**config.mk**
```make
export PLATFORM = sky130hd
export DESIGN_NAME = irq_route_regs
export DESIGN_NICKNAME = d
export VERILOG_FILES = /design/src/rtl/irq_route_pkg.sv /design/src/rtl/irq_route_decode.sv /design/src/rtl/irq_route_entry.sv /design/src/rtl/irq_route_rdmux.sv /design/src/rtl/irq_route_regs.sv
export SDC_FILE = /design/constraint.sdc
export NUM_CORES = 2
export LEC_CHECK = 0
export BUFFER_PORTS_ARGS = -buffer_cell sky130_fd_sc_hd__buf_2
export CORE_AREA = 4 4 687 689
export CTS_CLUSTER_DIAMETER = 30
export DETAILED_ROUTE_END_ITERATION = 6
export DIE_AREA = 0 0 691 693
export GPL_TIMING_DRIVEN = 0
export PLACE_DENSITY = 0.33
export SYNTH_ARGS = -nofsm -noshare
export SYNTH_HDL_FRONTEND = slang
export SYNTH_HIERARCHICAL = 1
export SYNTH_SLANG_ARGS = --single-unit
```
**constraint.sdc**
```tcl
create_clock -name clk -period 7.7 [get_ports clk]
set_clock_uncertainty 0.05 [all_clocks]
set_input_delay 0.77 -clock clk [delete_from_list [all_inputs] [get_ports clk]]
set_output_delay 0.77 -clock clk [all_outputs]
set_load 0.02 [all_outputs]
```
**src/rtl/irq_route_pkg.sv**
```systemverilog
package irq_route_pkg;
   localparam int ENT_W  = 64;
   localparam int HALF_W = 32;
   localparam int F_RIRR = 14;
   localparam int F_TRIG = 15;
   localparam int F_MASK = 16;
   localparam logic [7:0] OFF_SEL = 8'h00;
   localparam logic [7:0] OFF_WIN = 8'h10;
   localparam logic [31:0] SEL_ID   = 32'h0;
   localparam logic [31:0] SEL_VER  = 32'h1;
   localparam logic [31:0] SEL_ARB  = 32'h2;
   localparam logic [31:0] TBL_BASE = 32'h10;

   typedef enum logic [2:0] {RK_NONE, RK_ID, RK_VER, RK_ARB, RK_ENT} regkind_t;

   function automatic logic [ENT_W-1:0] entry_reset();
      return ENT_W'(1) << F_MASK;
   endfunction
endpackage

```
**src/rtl/irq_route_decode.sv**
```systemverilog
module irq_route_decode
   import irq_route_pkg::*;
#(
   parameter int PINS  = 24,
   parameter int IDX_W = 5,
   parameter int LEN_W = 4
) (
   input  logic             bus_valid,
   input  logic             bus_write,
   input  logic [7:0]       addr_lo,
   input  logic [LEN_W-1:0] bus_len,
   input  logic [31:0]      sel_q,
   output logic             sel_we,
   output logic             win_we,
   output logic             rd_sel,
   output logic             rd_win,
   output regkind_t         kind,
   output logic [IDX_W-1:0] idx,
   output logic             hi
);
   logic        size_ok;
   logic        at_sel;
   logic        at_win;
   logic [31:0] full_idx;

   assign size_ok = (bus_len == LEN_W'(4)) || (bus_len == LEN_W'(8));
   assign at_sel  = (addr_lo == OFF_SEL);
   assign at_win  = (addr_lo == OFF_WIN);
   assign sel_we  = bus_valid & bus_write & size_ok & at_sel;
   assign win_we  = bus_valid & bus_write & size_ok & at_win;
   assign rd_sel  = bus_valid & ~bus_write & at_sel;
   assign rd_win  = bus_valid & ~bus_write & at_win;

   assign full_idx = (sel_q - TBL_BASE) >> 1;
   assign idx      = full_idx[IDX_W-1:0];
   assign hi       = sel_q[0];

   always_comb begin
      if (sel_q == SEL_ID)       kind = RK_ID;
      else if (sel_q == SEL_VER) kind = RK_VER;
      else if (sel_q == SEL_ARB) kind = RK_ARB;
      else if ((sel_q >= TBL_BASE) && (full_idx < 32'(PINS))) kind = RK_ENT;
      else                       kind = RK_NONE;
   end
endmodule

```
**src/rtl/irq_route_entry.sv**
```systemverilog
module irq_route_entry
   import irq_route_pkg::*;
(
   input  logic              clk,
   input  logic              rst_n,
   input  logic              we_lo,
   input  logic              we_hi,
   input  logic [HALF_W-1:0] wdata,
   input  logic              rirr_set,
   output logic [ENT_W-1:0]  q
);
   always_ff @(posedge clk) begin
      if (!rst_n) begin
         q <= entry_reset();
      end else begin
         if (rirr_set) q[F_RIRR] <= 1'b1;
         if (we_hi)    q[ENT_W-1:HALF_W] <= wdata;
         if (we_lo) begin
            q[HALF_W-1:0] <= wdata;
            q[F_RIRR]     <= 1'b0;
         end
      end
   end

   AST_LO_CLEARS_RIRR: assert property (@(posedge clk) disable iff (!rst_n)
      we_lo |=> !q[F_RIRR]);
   AST_HI_KEEPS_LO: assert property (@(posedge clk) disable iff (!rst_n)
      (we_hi && !we_lo && !rirr_set) |=> $stable(q[HALF_W-1:0]));
endmodule

```
**src/rtl/irq_route_rdmux.sv**
```systemverilog
module irq_route_rdmux
   import irq_route_pkg::*;
#(
   parameter int         PINS    = 24,
   parameter int         IDX_W   = 5,
   parameter logic [7:0] VERSION = 8'h11
) (
   input  logic                       rd_sel,
   input  logic                       rd_win,
   input  regkind_t                   kind,
   input  logic [IDX_W-1:0]           idx,
   input  logic                       hi,
   input  logic [31:0]                sel_q,
   input  logic [3:0]                 id_q,
   input  logic [PINS-1:0][ENT_W-1:0] tbl,
   output logic [31:0]                rdata_d
);
   localparam logic [7:0] MAX_PIN = 8'(PINS - 1);

   always_comb begin
      rdata_d = '0;
      if (rd_sel) begin
         rdata_d = sel_q;
      end else if (rd_win) begin
         case (kind)
            RK_ID, RK_ARB: rdata_d = {4'h0, id_q, 24'h0};
            RK_VER:        rdata_d = {8'h0, MAX_PIN, 8'h0, VERSION};
            RK_ENT:        rdata_d = hi ? tbl[idx][ENT_W-1:HALF_W] : tbl[idx][HALF_W-1:0];
            default:       rdata_d = '0;
         endcase
      end
   end
endmodule

```
**src/rtl/irq_route_regs.sv**
```systemverilog
module irq_route_regs
   import irq_route_pkg::*;
#(
   parameter int         PINS    = 24,
   parameter logic [7:0] VERSION = 8'h11,
   parameter int         ADDR_W  = 12,
   parameter int         LEN_W   = 4,
   localparam int        IDX_W   = $clog2(PINS)
) (
   input  logic                  clk,
   input  logic                  rst_n,
   input  logic                  bus_valid,
   input  logic                  bus_write,
   input  logic [ADDR_W-1:0]     bus_addr,
   input  logic [LEN_W-1:0]      bus_len,
   input  logic [63:0]           bus_wdata,
   output logic                  rd_valid,
   output logic [31:0]           rd_data,
   input  logic [PINS-1:0]       irr_set,
   input  logic [PINS-1:0]       irr_clr,
   input  logic [PINS-1:0]       rirr_set,
   output logic [PINS-1:0]       irr_vec,
   output logic [PINS*ENT_W-1:0] redir_table,
   output logic                  mask_chg_valid,
   output logic [IDX_W-1:0]      mask_chg_pin,
   output logic                  mask_chg_val,
   output logic                  svc_valid,
   output logic [IDX_W-1:0]      svc_pin
);
   generate
      if (PINS < 2 || PINS > 256) begin : g_bad_pins
         $error("PINS must lie in 2..256");
      end
      if (ADDR_W < 8) begin : g_bad_addr
         $error("ADDR_W must be at least 8");
      end
      if (LEN_W < 4) begin : g_bad_len
         $error("LEN_W must be at least 4");
      end
   endgenerate

   logic                       unused_bits;
   logic                       sel_we, win_we, rd_sel, rd_win, hi;
   regkind_t                   kind;
   logic [IDX_W-1:0]           idx;
   logic [31:0]                sel_q, wdata, rdata_d;
   logic [3:0]                 id_q;
   logic [PINS-1:0]            irr_q, we_lo, we_hi;
   logic [PINS-1:0][ENT_W-1:0] tbl;
   logic                       ent_we, old_mask, new_trig;

   assign unused_bits = ^{bus_wdata[63:32], bus_addr};
   assign wdata       = bus_wdata[31:0];

   irq_route_decode #(.PINS(PINS), .IDX_W(IDX_W), .LEN_W(LEN_W)) u_dec (
      .bus_valid(bus_valid), .bus_write(bus_write), .addr_lo(bus_addr[7:0]),
      .bus_len(bus_len), .sel_q(sel_q), .sel_we(sel_we), .win_we(win_we),
      .rd_sel(rd_sel), .rd_win(rd_win), .kind(kind), .idx(idx), .hi(hi));

   assign ent_we = win_we && (kind == RK_ENT);

   genvar gi;
   generate
      for (gi = 0; gi < PINS; gi++) begin : g_ent
         assign we_lo[gi] = ent_we && (idx == IDX_W'(gi)) && !hi;
         assign we_hi[gi] = ent_we && (idx == IDX_W'(gi)) && hi;
         irq_route_entry u_ent (
            .clk(clk), .rst_n(rst_n), .we_lo(we_lo[gi]), .we_hi(we_hi[gi]),
            .wdata(wdata), .rirr_set(rirr_set[gi]), .q(tbl[gi]));
         assign redir_table[gi*ENT_W +: ENT_W] = tbl[gi];
      end
   endgenerate

   irq_route_rdmux #(.PINS(PINS), .IDX_W(IDX_W), .VERSION(VERSION)) u_rd (
      .rd_sel(rd_sel), .rd_win(rd_win), .kind(kind), .idx(idx), .hi(hi),
      .sel_q(sel_q), .id_q(id_q), .tbl(tbl), .rdata_d(rdata_d));

   assign old_mask = tbl[idx][F_MASK];
   assign new_trig = hi ? tbl[idx][F_TRIG] : wdata[F_TRIG];

   always_ff @(posedge clk) begin
      if (!rst_n) begin
         sel_q          <= '0;
         id_q           <= '0;
         irr_q          <= '0;
         rd_valid       <= 1'b0;
         rd_data        <= '0;
         mask_chg_valid <= 1'b0;
         mask_chg_pin   <= '0;
         mask_chg_val   <= 1'b0;
         svc_valid      <= 1'b0;
         svc_pin        <= '0;
      end else begin
         if (sel_we) sel_q <= wdata;
         if (win_we && kind == RK_ID) id_q <= wdata[27:24];
         irr_q          <= (irr_q | irr_set) & ~irr_clr;
         rd_valid       <= bus_valid & ~bus_write;
         rd_data        <= rdata_d;
         mask_chg_valid <= ent_we && !hi && (wdata[F_MASK] != old_mask);
         mask_chg_pin   <= idx;
         mask_chg_val   <= wdata[F_MASK];
         svc_valid      <= ent_we && new_trig && irr_q[idx];
         svc_pin        <= idx;
      end
   end

   assign irr_vec = irr_q;

   AST_MASK_PULSE_MATCH: assert property (@(posedge clk) disable iff (!rst_n)
      mask_chg_valid |-> (tbl[mask_chg_pin][F_MASK] == mask_chg_val));
   AST_MASK_PULSE_SINGLE: assert property (@(posedge clk) disable iff (!rst_n)
      mask_chg_valid |=> !mask_chg_valid || $past(ent_we));
   AST_SVC_LEVEL: assert property (@(posedge clk) disable iff (!rst_n)
      svc_valid |-> tbl[svc_pin][F_TRIG]);
   AST_ONE_HALF_WRITE: assert property (@(posedge clk) disable iff (!rst_n)
      $onehot0({we_lo, we_hi}));
   AST_SIZE_DROP: assert property (@(posedge clk) disable iff (!rst_n)
      (bus_valid && bus_write && bus_len != LEN_W'(4) && bus_len != LEN_W'(8))
      |=> ($stable(sel_q) && $stable(id_q)));
endmodule

```
==> Word-level counts from Yosys, hierarchy flattened <==
Cells that the tools add are included.
{ "totals": {"regBits": 1637, "elab_cells": 252} }
{ "classes": {"n_addsub": 1, "n_lt_le_gt_ge": 3, "eq_ne": 33, "n_mux": 13, "bitwise_logic": 12, "n_reduce_logical": 109} }
{ "ops": {"columns": ["operator", "count"], "rows": [
  ["binary-select mux 64 bit (select 5 bit)", 1],
  ["two-way mux 32 bit", 3],
  ["case mux 32 bit (3 select lines)", 1],
  ["logical AND 1 bit", 79],
  ["two-way mux 64 bit", 1],
  ["OR reduction 2 bit", 25],
  ["== test 5 x 4 -> 1 bit, second input constant", 8],
  ["== test 5 bit, second input constant", 8],
  ["== test 32 x 1 -> 1 bit, second input constant", 1],
  ["== test 32 x 2 -> 1 bit, second input constant", 1],
  [">= comparator 32 x 5 -> 1 bit, second input constant", 1],
  ["zero test 32 bit", 1],
  ["subtractor 32 x 5 -> 32 bit, second input constant", 1],
  ["< comparator 31 x 5 -> 1 bit, second input constant", 1],
  ["AND 24 bit", 1],
  ["inverter 24 bit", 1],
  ["bitwise OR 24 bit", 1],
  ["== test 5 x 3 -> 1 bit, second input constant", 4],
  ["two-way mux 3 bit", 4],
  ["== test 5 x 2 -> 1 bit, second input constant", 2],
  ["== test 8 x 5 -> 1 bit, second input constant", 1],
  ["zero test 8 bit", 1],
  ["AND 1 bit", 7],
  ["== test 3 x 2 -> 1 bit, second input constant", 2],
  ["other kinds (13)", 15]
]} }

==> Depth between registers and ports, before layout <==
{ "logic_depth": {"word_depth": 12, "depth_mapped": 17, "ltp_nobuf": 14} }

==> Cells and area by module <==
The synthesis kept the hierarchy.
{ "by_module_without_submodules": {"columns": ["module", "instances", "cells_each", "area_per_inst_um2", "seq_area_each_um2"], "rows": [
  ["irq_route_entry", 24, 207, 2487.4, 1281.2],
  ["irq_route_rdmux", 1, 1071, 12703.4, 0.0],
  ["irq_route_regs", 1, 423, 4289.1, 2021.9],
  ["irq_route_decode", 1, 87, 536.8, 0.0]
]} }

==> Least setup slack after synthesis <==
No wires, ideal clock.
{ "synth_path": {"kind": "register -> register", "start": "register sel_q[4]", "end": "register g_ent[8].u_ent.q[16]", "setup_ns": 0.124, "arrival_time_ns": 3.951, "required_time_ns": 7.526, "slack_ns": 3.575, "path_stages_with_launch": 18, "path_buffers": 3, "period_less_slack_ns": 4.125, "path_cell_list": "dfxtp_1 -> inv_1 -> ha_1 -> nor3b_2 -> nand4_1 -> o41ai_1 -> nand3_1 -> nor4_2 -> nor4bb_1 -> nor2b_1 -> buf_2 -> nand2_1 -> or3_1 -> nor3_1 -> buf_6 -> buf_12 -> mux2i_1 -> nand2_1"} }
{ "synth_via": {"elab_chain_len": 11} }
{ "synth_rtl": {"columns": ["element", "line", "source"], "rows": [
  ["start, declared", "irq_route_regs.sv:46", "logic [31:0] sel_q, wdata, rdata_d;"],
  ["start signal, assigned", "irq_route_regs.sv:94", "if (sel_we) sel_q <= wdata;"],
  ["subtractor 32 x 5 -> 32 bit", "irq_route_decode.sv:34", "assign full_idx = (sel_q - TBL_BASE) >> 1;"],
  ["net idx[3]", "irq_route_regs.sv:45", "logic [IDX_W-1:0] idx;"],
  ["< comparator 31 x 5 -> 1 bit", "irq_route_decode.sv:42", "else if ((sel_q >= TBL_BASE) && (full_idx < 32'(PINS))) kind = RK_ENT;"],
  ["logical AND 1 bit", "irq_route_decode.sv:42", null],
  ["two-way mux 3 bit", "irq_route_decode.sv:42", null],
  ["two-way mux 3 bit", "irq_route_decode.sv:41", "else if (sel_q == SEL_ARB) kind = RK_ARB;"],
  ["two-way mux 3 bit", "irq_route_decode.sv:40", "else if (sel_q == SEL_VER) kind = RK_VER;"],
  ["two-way mux 3 bit", "irq_route_decode.sv:39", "if (sel_q == SEL_ID) kind = RK_ID;"],
  ["net kind[2]", "irq_route_regs.sv:44", "regkind_t kind;"],
  ["== test 3 bit", "irq_route_regs.sv:60", "assign ent_we = win_we && (kind == RK_ENT);"],
  ["logical AND 1 bit", "irq_route_regs.sv:60", null],
  ["logical AND 1 bit (2 in series)", "irq_route_regs.sv:65", "assign we_lo[gi] = ent_we && (idx == IDX_W'(gi)) && !hi;"],
  ["net we_lo[8]", "irq_route_regs.sv:48", "logic [PINS-1:0] irr_q, we_lo, we_hi;"],
  ["end signal, assigned", "irq_route_entry.sv:14", "q <= entry_reset();"],
  ["end signal, assigned by index", "irq_route_entry.sv:17", "if (we_hi) q[ENT_W-1:HALF_W] <= wdata;"],
  ["end signal, assigned by index", "irq_route_entry.sv:19", "q[HALF_W-1:0] <= wdata;"],
  ["end, declared", "irq_route_entry.sv:10", "output logic [ENT_W-1:0] q"]
]} }
The timed path passes the listed nets, and every way through them passes these cells.
A chain may end at the register's enable or synchronous reset.

==> Final worst setup path <==
{ "layout_path": {"start": "register sel_q[4]", "end": "register rd_data[17]"} }
{ "layout_via": {"elab_chain_len": 12} }
{ "layout_rtl": {"columns": ["element", "line", "source"], "rows": [
  ["subtractor 32 x 5 -> 32 bit *", "irq_route_decode.sv:34", null],
  ["net idx[3]", "irq_route_regs.sv:45", null],
  ["< comparator 31 x 5 -> 1 bit *", "irq_route_decode.sv:42", null],
  ["logical AND 1 bit *", "irq_route_decode.sv:42", null],
  ["two-way mux 3 bit *", "irq_route_decode.sv:42", null],
  ["two-way mux 3 bit *", "irq_route_decode.sv:41", null],
  ["two-way mux 3 bit *", "irq_route_decode.sv:40", null],
  ["two-way mux 3 bit *", "irq_route_decode.sv:39", null],
  ["net kind[2]", "irq_route_regs.sv:44", null],
  ["== test 3 x 1 -> 1 bit or == test 3 x 2 -> 1 bit (tied branches)", "irq_route_rdmux.sv:25", "case (kind)"],
  ["OR reduction 2 bit", "irq_route_rdmux.sv:25", null],
  ["case mux 32 bit (3 select lines) *", "irq_route_rdmux.sv:25", null],
  ["two-way mux 32 bit *", "irq_route_rdmux.sv:24", "end else if (rd_win) begin"],
  ["two-way mux 32 bit *", "irq_route_rdmux.sv:22", "if (rd_sel) begin"],
  ["net rdata_d[17]", "irq_route_regs.sv:46", null],
  ["end signal, assigned", "irq_route_regs.sv:98", "rd_data <= rdata_d;"],
  ["end, declared", "irq_route_regs.sv:18", "output logic [31:0] rd_data,"]
]} }
Mark *: on every way through the listed nets, which the timed path passes. The rest lies on a longest branch. The select of a mux whose other input is x is not followed.

==> flow_summary.toml <==
[outcome]
status = "finished, violations left"
violations = "capacitance limit, slew limit"

[synth]
syn_nets = 6706
synth_commonest_cells = "dfxtp_1 (1,637), mux2i_1 (1,635), nor2b_1 (1,528)"
syn_avg_cell_area_um2 = 11.8
ys_types = 63
yosys_warnings = 6
synth_flop_cell = "dfxtp_1"
synth.most_common_cell = "dfxtp_1"
syn_inst = 6549
synth_edf_count = 0
synthTopCellsByArea = "dfxtp_1 (42%), mux2i_1 (21%), nor2b_1 (12%)"
yosysTopAreaCell = "dfxtp_1"
ys_seq_area_share_pct = 42.4
synth-seq-cells = 1637
async_flop_share_pct = 0
synth_top_area_share_pct = 42.4
synthesis.area_um2 = 77200

[power]
ir_drop_uv = 284
p_per_area_nw_per_um2 = 282
leakagePower_nw = 42.6
power_mw = 32.4

[floorplanning]
core.rowCount = 251
die_width_um = 691
coreArea_um2 = 466000
die_h_um = 693
ios = 1762
start_util_pct = 16.6
dieArea_um2 = 479000

[place]
placed_area_um2 = 94800
port_buffers = 1724
gp_congestion = 0.911
numPlacedInstances = 14500
hpwl_mm = 544

[worst_hold_path]
holdPathStages = 2
hp-start = "rst_n"
hold_class = "in -> reg"
holdPathEnd = "g_ent[17].u_ent/q[30]$_SDFFE_PN0P_"

[sta]
fmax_ghz = 0.137
setup_violations = 0
hold_viol_final = 0
max_slew.worst_pin.slew_ns = 1.59
slew_headroom_pct = -6.37
fin_crit_ns = 7.29
final.setup.tns_ns = 0
report.final.slew_viol_count = 4
finalCritPeriodShare_pct = 94.6
rsz0062_at_grt = "false"

[finish]
stdcell_count = 15700
drive_gt1_share_pct = 36.3
fin_nets = 9125
design_area_um2 = 115000
area.growth.synth_to_final_pct = 48.9

[detailed_routing]
drtIter0Drc = 6444
ant_nets = 0
vias_per_cell = 4.37
dr.pass1.iters = 5
drt_wl_total_mm = 673
drc = 0
wl_per_cell_um = 43.0
num_vias = 68400

[clock_network]
cts_max_path_buffers = 4
clk_latency_ns = 1.04
cts_root_buffer = "clkbuf_16"
cts_tree = "done"
cts_buffers = 581
cts.sinks = 1637
htreeDepth = 6
clk_pin_slew_ns = 0.04

[worst_setup_path]
slowest_stage = "a211oi_1"
required_ns = 8.60
cp_slowest_stage_delay_ns = 1.28
timing.rr.start = "sel_q[4]$_SDFFE_PN0P_"
path_cells = "inv_1 > ha_1 > nor3b_2 > nand4_1 > o41ai_1 > nand3_1 > nor4_2 > nand3_1 > clkbuf_1 > a211oi_1 > nand2_1 > nand3_1 > and2_1"
worstPathMaxFanout = 10
crit_type = "reg -> reg"
ff2ff_path_depth = 13
cp_common_cell = "nand3_1"
critPathCaptureType = "flop"
r2r_slack_ns = 0.41
r2r-end = "rd_data[17]$_SDFF_PN0_"
cp-start-kind = "flop"
crit_arrival_ns = 8.19
cp-startpoint = "sel_q[4]$_SDFFE_PN0P_"

[grt]
overflow = 0
grtUsageTotal_pct = 27.0
grt_start_max_net_pins = 35
grt_pass1_vias = 67300
antenna_found_initial = 112
grt_pass1_wl_mm = 827

[job]
max-cap-violations = 3
flip-flops by register name (all words and copies together) (netlist names):
register and count:
mask_chg_valid 1, mask_chg_val 1, sel_q 32, svc_valid 1, g_ent.u_ent/q 1536, id_q 4, rd_valid 1, rd_data 32
irr_vec 24, svc_pin 5
worst max path at each step:
stage,end,cells after the start
2_1_floorplan,g_ent[8].u_ent/q[16]$_SDFFE_PN1P_,17
3_3_place_gp,rd_data[13]$_SDFF_PN0_,10
3_5_place_dp,rd_data[18]$_SDFF_PN0_,13
4_1_cts,rd_data[18]$_SDFF_PN0_,13
5_1_grt,rd_data[17]$_SDFF_PN0_,13
6_report,rd_data[17]$_SDFF_PN0_,13
worst max-delay path, delay by kind of cell, from the launching register on:
family	cells	cell delay (ns)
compound gates	2	1.75
flops	1	0.36
fa+ha+maj	1	0.33
simple gates	8	3.66
buf+inv	2	1.03
metrics by stage:
stage                     hold slack (ns)  setup slack [ns]  utilization [%]
final                               0.101             0.412             24.7
after global routing              0.00703             0.573             24.6
after global placement              0.443              1.12             20.1
after floorplan                     0.432              3.58                -
after CTS                          0.0216              1.08             24.6
after detailed placement            0.447              1.15             20.3
power by group:
part | switching (mW) | internal (mW)
sequential | 0.0212 | 8.54
clock | 7.09 | 15.8
combinational | 0.670 | 0.273
metal layers:
metal | vias to the layer above | GRT usage [%] | wire [um]
met5 | - | 0 | 82
met4 | 12 | 13.4 | 39300
met3 | 922 | 8.63 | 56700
met2 | 3628 | 44.8 | 317000
met1 | 35600 | 31.1 | 261000
li1 | 28200 | - | -
kinds of logic (layout without fill, tap and decap cells):
group / count (synthesis) / count (layout) / share of synthesized area [%]
AOI/OAI and AO/OA: 186 / 186 / 1.72
adders and majority gates: 1 / 1 / 0.0162
xor gates and xnor gates: 2 / 2 / 0.0227
other: 0 / 46 / 0
and+or+nand+nor: 2131 / 2131 / 16.1
buffers and inverters: 552 / 3417 / 6.77
DFF: 1637 / 1637 / 42.4
muxes: 2040 / 2040 / 33.0
final cells by class:
cell class,count,area (um^2)
Antenna cell,46,115
Buffer,541,5200
Clock buffer,888,17300
Clock inverter,141,2060
Fill cell,49800,351000
Inverter,11,41.3
Multi-Input combinational cell,4360,39200
Sequential cell,1637,32800
Tap cell,6198,7750
Timing Repair Buffer,1836,10500
cells in the final DEF, fill, tap and decap left out, types with 10 or more instances in the layout:
master / n
buf_2: 1751
buf_1: 10
o21ai_0: 17
buf_6: 71
o22ai_1: 33
buf_4: 95
inv_6: 11
a22oi_1: 30
nand3_1: 25
clkinv_16: 28
clkbuf_1: 339
nor2b_1: 1528
clkbuf_8: 158
clkinv_2: 65
and2_1: 39
nand2_1: 249
diode_2: 46
nor3_1: 34
dlygate4sd3_1: 70
nor2_1: 147
bufinv_16: 14
nor3b_1: 52
a21oi_1: 24
dfxtp_1: 1637
inv_16: 10
buf_12: 149
buf_16: 34
mux4_2: 398
clkbuf_16: 583
a211oi_1: 24
mux2i_1: 1630
timing repair:
action	CTS	global route
resized for setup	0	0
setup endpoints to repair	0	0
hold buffers	70	0
buffers inserted	0	0
endpoints found under the hold margin	46	0
(Power assumes the default switching activity.)
